$ cat src/rtl/stk_pkg.sv
package stk_pkg;

    localparam int OP_W = 3;

    typedef enum logic [OP_W-1:0] {
        OP_IDLE  = 3'd0,
        OP_PUSH  = 3'd1,
        OP_POP   = 3'd2,
        OP_LOAD  = 3'd3,
        OP_STORE = 3'd4
    } stk_op_e;

    typedef struct packed {
        logic push;
        logic pop;
        logic load;
        logic store;
    } stk_ctl_t;

    function automatic stk_ctl_t stk_decode(input logic [OP_W-1:0] code);
        stk_ctl_t c;
        c = '0;
        case (code)
            OP_PUSH:  c.push  = 1'b1;
            OP_POP:   c.pop   = 1'b1;
            OP_LOAD:  c.load  = 1'b1;
            OP_STORE: c.store = 1'b1;
            default:  c = '0;
        endcase
        return c;
    endfunction

    function automatic logic stk_reads(input stk_ctl_t c);
        return c.pop | c.load;
    endfunction

    function automatic logic stk_writes(input stk_ctl_t c);
        return c.push | c.store;
    endfunction

    function automatic logic stk_moves_sp(input stk_ctl_t c);
        return c.push | c.pop;
    endfunction

endpackage

$ cat src/rtl/stk_sp_reg.sv
module stk_sp_reg
    import stk_pkg::*;
#(
    parameter int ADDR_W = 12,
    parameter int STEP   = 2
) (
    input  logic              clk,
    input  logic              rst,
    input  stk_ctl_t          ctl,
    output logic [ADDR_W-1:0] sp_q,
    output logic [ADDR_W-1:0] sp_above
);
    localparam logic [ADDR_W-1:0] STEP_V = ADDR_W'(STEP);
    localparam logic [ADDR_W-1:0] SP_TOP = '1 - ADDR_W'(STEP - 1);

    logic [ADDR_W-1:0] sp_below;

    assign sp_above = sp_q + STEP_V;
    assign sp_below = sp_q - STEP_V;

    always_ff @(posedge clk) begin
        if (rst) begin
            sp_q <= SP_TOP;
        end else if (ctl.push) begin
            sp_q <= sp_below;
        end else if (ctl.pop) begin
            sp_q <= sp_above;
        end
    end


    sp_reset_top_chk: assert property (@(posedge clk)
        rst |=> sp_q == SP_TOP);


    sp_push_step_chk: assert property (@(posedge clk) disable iff (rst)
        ctl.push |=> sp_q == $past(sp_q) - STEP_V);


    sp_pop_step_chk: assert property (@(posedge clk) disable iff (rst)
        ctl.pop |=> sp_q == $past(sp_q) + STEP_V);


    sp_hold_chk: assert property (@(posedge clk) disable iff (rst)
        !stk_moves_sp(ctl) |=> $stable(sp_q));

endmodule

$ cat src/rtl/stk_addr_gen.sv
module stk_addr_gen #(
    parameter int DATA_W = 32,
    parameter int OFF_W  = 16,
    parameter int ADDR_W = 12
) (
    input  logic [DATA_W-1:0] base,
    input  logic [OFF_W-1:0]  offset,
    output logic [ADDR_W-1:0] eff_addr
);
    logic [ADDR_W-1:0] off_ext;

    generate
        if (OFF_W >= ADDR_W) begin : g_trunc
            assign off_ext = offset[ADDR_W-1:0];
        end else begin : g_sext
            assign off_ext = {{(ADDR_W-OFF_W){offset[OFF_W-1]}}, offset};
        end
    endgenerate

    assign eff_addr = base[ADDR_W-1:0] + off_ext;

endmodule

$ cat src/rtl/stk_mem_ctrl.sv
module stk_mem_ctrl
    import stk_pkg::*;
#(
    parameter int DATA_W = 32,
    parameter int ADDR_W = 12
) (
    input  logic              clk,
    input  logic              rst,
    input  stk_ctl_t          ctl,
    input  logic [ADDR_W-1:0] sp_q,
    input  logic [ADDR_W-1:0] sp_above,
    input  logic [ADDR_W-1:0] eff_addr,
    input  logic [DATA_W-1:0] store_data,
    output logic [ADDR_W-1:0] mem_addr,
    output logic              mem_re,
    output logic              mem_we,
    output logic [DATA_W-1:0] mem_wdata
);
    always_comb begin
        mem_addr  = '0;
        mem_re    = 1'b0;
        mem_we    = 1'b0;
        mem_wdata = '0;
        if (!rst) begin
            if (ctl.push) begin
                mem_addr  = sp_q;
                mem_we    = 1'b1;
                mem_wdata = store_data;
            end else if (ctl.pop) begin
                mem_addr  = sp_above;
                mem_re    = 1'b1;
            end else if (ctl.load) begin
                mem_addr  = eff_addr;
                mem_re    = 1'b1;
            end else if (ctl.store) begin
                mem_addr  = eff_addr;
                mem_we    = 1'b1;
                mem_wdata = store_data;
            end
        end
    end


    rw_exclusive_chk: assert property (@(posedge clk) disable iff (rst)
        !(mem_re && mem_we));


    push_at_sp_chk: assert property (@(posedge clk) disable iff (rst)
        ctl.push |-> (mem_we && mem_addr == sp_q));


    pop_lands_chk: assert property (@(posedge clk) disable iff (rst)
        ctl.pop |=> sp_q == $past(mem_addr));


    idle_quiet_chk: assert property (@(posedge clk) disable iff (rst)
        !(stk_reads(ctl) || stk_writes(ctl)) |-> (!mem_re && !mem_we && mem_wdata == '0));

endmodule

$ cat src/rtl/stk_addr_unit.sv
module stk_addr_unit
    import stk_pkg::*;
#(
    parameter int DATA_W = 32,
    parameter int OFF_W  = 16,
    parameter int ADDR_W = 12,
    parameter int STEP   = 2
) (
    input  logic              clk,
    input  logic              rst,
    input  logic [2:0]        op_i,
    input  logic [DATA_W-1:0] base_i,
    input  logic [OFF_W-1:0]  offset_i,
    input  logic [DATA_W-1:0] store_data_i,
    output logic [ADDR_W-1:0] mem_addr_o,
    output logic              mem_re_o,
    output logic              mem_we_o,
    output logic [DATA_W-1:0] mem_wdata_o,
    output logic [ADDR_W-1:0] sp_o
);
    stk_ctl_t          ctl;
    logic [ADDR_W-1:0] sp_q;
    logic [ADDR_W-1:0] sp_above;
    logic [ADDR_W-1:0] eff_addr;

    assign ctl  = stk_decode(op_i);
    assign sp_o = sp_q;

    stk_sp_reg #(
        .ADDR_W (ADDR_W),
        .STEP   (STEP)
    ) sp_reg_i (
        .clk      (clk),
        .rst      (rst),
        .ctl      (ctl),
        .sp_q     (sp_q),
        .sp_above (sp_above)
    );

    stk_addr_gen #(
        .DATA_W (DATA_W),
        .OFF_W  (OFF_W),
        .ADDR_W (ADDR_W)
    ) addr_gen_i (
        .base     (base_i),
        .offset   (offset_i),
        .eff_addr (eff_addr)
    );

    stk_mem_ctrl #(
        .DATA_W (DATA_W),
        .ADDR_W (ADDR_W)
    ) mem_ctrl_i (
        .clk        (clk),
        .rst        (rst),
        .ctl        (ctl),
        .sp_q       (sp_q),
        .sp_above   (sp_above),
        .eff_addr   (eff_addr),
        .store_data (store_data_i),
        .mem_addr   (mem_addr_o),
        .mem_re     (mem_re_o),
        .mem_we     (mem_we_o),
        .mem_wdata  (mem_wdata_o)
    );

endmodule

$ cat config.mk
export PLATFORM = sky130hd
export DESIGN_NAME = stk_addr_unit
export DESIGN_NICKNAME = d
export VERILOG_FILES = /design/src/rtl/stk_pkg.sv /design/src/rtl/stk_sp_reg.sv /design/src/rtl/stk_addr_gen.sv /design/src/rtl/stk_mem_ctrl.sv /design/src/rtl/stk_addr_unit.sv
export SDC_FILE = /design/constraint.sdc
export NUM_CORES = 1
export LEC_CHECK = 0
export ABC_AREA = 1
export CORE_ASPECT_RATIO = 1.25
export CORE_MARGIN = 5
export CORE_UTILIZATION = 45
export CTS_BUF_LIST = sky130_fd_sc_hd__clkbuf_8
export DETAILED_ROUTE_END_ITERATION = 6
export DONT_BUFFER_PORTS = 1
export PLACE_DENSITY = 0.57
export SLEW_MARGIN = 20
export SYNTH_ARGS = -nofsm -noshare
export SYNTH_HDL_FRONTEND = slang
export SYNTH_SLANG_ARGS = --single-unit
export TNS_END_PERCENT = 100
$ cat constraint.sdc
create_clock -name clk -period 2.5 [get_ports clk]
set_clock_uncertainty 0.1 [all_clocks]
set_input_delay 0.375 -clock clk [delete_from_list [all_inputs] [get_ports clk]]
set_output_delay 0.375 -clock clk [all_outputs]
set_load 0.03 [all_outputs]
### After elaboration in Yosys (flattened, before gate mapping)

Cells that the tools add are included.

* add/sub/neg operators: 3
* equal/unequal tests: 4
* muxes and demuxes: 25
* reductions and logical operators: 1

Operators by type and width (number)
* $mux W32: 5
* $mux W12: 7
* $mux W1: 13
* $add A12 B12 Y12: 1
* $add A12 B2 Y12 const B: 1
* $sub A12 B2 Y12 const B: 1
* $eq A3 B2 Y1 const B: 2
* $eq A3 B1 Y1 const B: 1
* $eq A3 B3 Y1 const B: 1
* $reduce_bool A2 Y1: 1

* register bits after elaboration: 12
* input bits: 85
* output and inout port bits: 58
* word-level logic and storage cells: 34

### Logic depth before layout (Yosys ltp)

* depth in word-level cells: 7
* gate-level depth with buffers: 11
* gate-level depth less buffers: 11

### Cells and area by module

From an unflattened synthesis, not the netlist that was laid out.

* cell total of the unflattened synthesis: 440
* area total of the unflattened synthesis: 2270.9 sq um

Modules (own cells, without submodules)
* stk_sp_reg: times used 1, cells an instance 155, area each 924.6 sq um, sequential area each 220.2 sq um
* stk_mem_ctrl: times used 1, cells an instance 157, area each 678.2 sq um, sequential area each 0.0 sq um
* stk_addr_gen: times used 1, cells an instance 119, area each 634.4 sq um, sequential area each 0.0 sq um
* stk_addr_unit: times used 1, cells an instance 9, area each 33.8 sq um, sequential area each 0.0 sq um

### Worst setup path before layout

No wires, ideal clock.

* path kind: reg2out
* start point: register sp_reg_i.sp_q[1]
* end point: output port mem_addr_o[2]
* arrival: 2.087 ns
* required time: 2.025 ns
* path slack: -0.062 ns
* stages on the path, launching flop included: 7
* buffers on the path: 0
* cell sequence: dfxtp_1 inv_1 ha_1 inv_1 nor2_1 nor2_1 a221oi_1

* word-level cells in the longest chain between the ends: 4

RTL lines
* start: declaration: RTL line stk_sp_reg.sv:10 `output logic [ADDR_W-1:0] sp_q,`
* start signal: assignment: RTL line stk_sp_reg.sv:25 `sp_q <= sp_below;`
* start signal: assignment: RTL line stk_sp_reg.sv:27 `sp_q <= sp_above;`
* $add A12 B2 Y12: RTL line stk_sp_reg.sv:18 `assign sp_above = sp_q + STEP_V;`
* $mux W12: RTL line stk_mem_ctrl.sv:29 `end else if (ctl.pop) begin`
* $mux W12: RTL line stk_mem_ctrl.sv:25 `if (ctl.push) begin`
* $mux W12: RTL line stk_mem_ctrl.sv:24 `if (!rst) begin`
* end: declaration: RTL line stk_addr_unit.sv:15 `output logic [ADDR_W-1:0] mem_addr_o,`

No other way between the ends.

### Final worst setup path

* start point: register sp_reg_i.sp_q[2]
* end point: output port mem_addr_o[2]

* word-level cells in the longest chain between the ends: 4

RTL lines (RTL line)
* $add A12 B2 Y12: stk_sp_reg.sv:18
* $mux W12: stk_mem_ctrl.sv:29
* $mux W12 *: stk_mem_ctrl.sv:25
* $mux W12 *: stk_mem_ctrl.sv:24

Every way passes the cells marked *; elsewhere a longest branch is shown, timed or not.

==> summary.md <==
| Metric | Value |
|---|---|
| Status | finished clean |
| Post-synth cell types | 34 |
| Seq cells post-synth | 11 |
| Final WS setup | between 100 and 150 ps |
| Pre-CTS setup slack | around 92 ps |
| Row count | 28 |
| GRT Overall Usage | 0.2123 |
| Share of the synthesized area in the top cell type | 0.1491 |
| WL final | ~6.5 mm |
| Gates resized, CTS repair | 0 |
| DR DRC count | 0 |
| Root buf cell | clkbuf_8 |
| Hpwl dp | roughly 5.4 mm |
| Antenna violations before repair | 0 |
| Max reg flops | 11 |
| GPL Wtd Cong | 0.8682 |
| Setup Fix Bufs, Post-CTS | 0 |
| CTS H-tree lvls | 1 |
| WL/cell | about 13 microns |
| Syn nets | ~490 |
| Fin Hold WS | around 140 ps |
| Fill cells | 530 |
| Chip height | 86.64 microns |
| Power Dens Cells | ~360 nW/um^2 |
| WHS Path Cells | 2 |
| Max Slew Vio Count | 0 |
| CTS tree | done |
| Final Util | 0.5537 |
| Critical path required time | 2030 ps |
| Core Footprint | around 4700 sq um |
| Period Utilization, post-route | 0.9486 |
| Die X | a little over 70 microns |
| Nets@finish | ~540 |
| CTS Buf Count | 3 |
| Hold Path Class | in -> reg |
| Inserted Diodes | 0 |
| Largest Register | sp_reg_i.sp_q |
| I/O pin total | between 100 and 150 |
| Crit path buffers/inverters | 3 |
| CP endpoint kind | output pin |
| Routed vias | about 2600 |
| DR iter-0 viols | 204 |
| Pleak | between 0.001 and 0.0015 uW |
| Fin. Hold Viols | 0 |
| Largest net degree at the start of global routing | 33 |
| Final Setup Violations | 0 |
| Via density | roughly 5.2 |
| Post-synthesis instance area | around 2100 sq um |
| Area Growth Syn to Fin | 22.01% |
| PortBufs | 0 |
| Peak VDD IR | between 0.00015 and 0.0002 V |
| Post-Syn Area per Cell | about 5.4 sq um |
| Clk slew on worst S/H paths | roughly 50 ps |
| Slowest Stage Delay on Critical Path | 500 ps |
| Worst setup SP type | flop |
| Final instance area | approximately 2600 sq um |
| Critical path's slowest cell | dfxtp_1 |
| Crit path time final | roughly 2400 ps |
| Worst-path cell chain | inv_1 > ha_1 > inv_1 > nor2_1 > nor2_1 > a221oi_2 > buf_4 |
| Syn Inst Count | about 390 |
| Worst-Margin Slew | 568.5 ps |
| Worst r2r path cells | 7 |
| Top delay family on crit path | flip-flops |
| Post-synth top area cell | nand2_1 |
| Wire length of the first global-routing pass | about 11 mm |
| Die area | 6178 sq um |
| CP Class | reg -> out |
| Drt first pass iters | 4 |
| Fmax | 421.7 MHz |
| Setup tns final | 0 ps |
| CP Depth | 7 |
| Yosys warnings | 0 |
| Max Cap Viol | 0 |
| Detail Route Antenna Nets | 0 |
| Placed Area | roughly 2500 sq um |
| Normalized max-slew margin | 0.6196 |
| Sequential area share after synthesis | 0.1041 |
| Main area contributors after synthesis | nand2_1, inv_1, nor2_1 |
| Vias in the first global route | around 2500 |
| Clk buf depth | 2 |
| Arr. time, crit path | between 1500 and 2000 ps |
| Share of layout cells above drive strength 1 | 0.2014 |
| Max FO, Critical Path | 6 |
| Top Registers | sp_reg_i.sp_q x11 |
| Clk_lat worst skew | 240 ps |
| CTS Hold Bufs | 0 |
| Clk sink count | 11 |
| Starting Density | 0.4538 |
| Gr ovfl total | 0 |
-- path summary, 6_finish.rpt --
path                            to             start  slack (ps)
setup / recovery     mem_addr_o[2]  sp_reg_i.sp_q[2]         130
hold / removal    sp_reg_i.sp_q[1]               rst         140
setup reg to reg  sp_reg_i.sp_q[9]  sp_reg_i.sp_q[1]         830
hold reg to reg   sp_reg_i.sp_q[5]  sp_reg_i.sp_q[5]         440
-- metrics by stage --
stage / total power [uW] / cells
after floorplan: 626.0 / 394
after global placement: 738.7 / 493
after detailed placement: 746.6 / 493
after CTS: 927.7 / 497
after global routing: 1021 / 497
final: 936.5 / 497
-- where the power goes --
| group | leakage (uW) | internal, uW | switching [uW] |
|---|---|---|---|
| clock network | 0.0000269 | 108 | 75.3 |
| registers | 0.0000895 | 192 | 39.1 |
| logic | 0.00137 | 187 | 335 |
| total | 0.00148 | 487 | 449 |
-- cell type report --
class	instances	area (sq um)	area share
inverter	78	292.8	0.1135
clock buffer	3	41.29	0.01600
tap	60	75.07	0.02910
sequential	11	225.2	0.08729
timing repair buffer	55	416.7	0.1615
multi-input combinational	289	1525	0.5912
clock inverter	1	3.754	0.001455
-- Yosys cell counts, drive strengths merged --
cell type and count:
nor3 1, o31ai 1, nand3b 3, or2 1
inv 78, o21bai 3, o221ai 1, nor2 74
dfxtp 11, o211ai 2, clkbuf 3, ha 13
fa 1, a21oi 22, o21ai 27, o22ai 1
nand2 86, xnor2 1, conb 1, nand4 7
nand3 33, buf 13, a221oi 2, a31oi 2
xor2 7
-- placed cells by master, fill, tap and decap left out, drive strengths merged --
cell	count
a21oi	22
a221oi	2
a31oi	2
buf	55
clkbuf	3
conb	1
dfxtp	11
fa	1
ha	13
inv	79
nand2	86
nand3	33
nand3b	3
nand4	7
nor2	74
nor3	1
o211ai	2
o21ai	27
o21bai	3
o221ai	1
o22ai	1
o31ai	1
or2	1
xnor2	1
xor2	7
-- cells by family (layout without fill, tap and decap cells) --
kind of cell,count (synthesis),after routing,synth area share
compound gates,61,61,0.1639
xor+xnor,8,8,0.03314
fa+ha+maj,14,14,0.08639
buf+inv,94,137,0.1888
flops,11,11,0.1041
other cells,1,1,0.001773
simple gates,205,205,0.4219
-- routing by layer --
metal / global-route usage / vias up / wire length, microns
met5: 0 / - / 0
met4: 0.05299 / 0 / 80
met3: 0.04060 / 9 / 383
met2: 0.3955 / 83 / 3372
met1: 0.2449 / 1159 / 2656
li1: - / 1320 / -
-- worst register-to-register path, stage by stage, from the launching register on --
cell and delay, ps:
dfxtp_2 370, inv_1 180, ha_1 280, nand4_1 180
o21ai_0 180, o21ai_0 110, nor2_1 100, o21bai_1 70
Power figures use the tool's default switching activity.
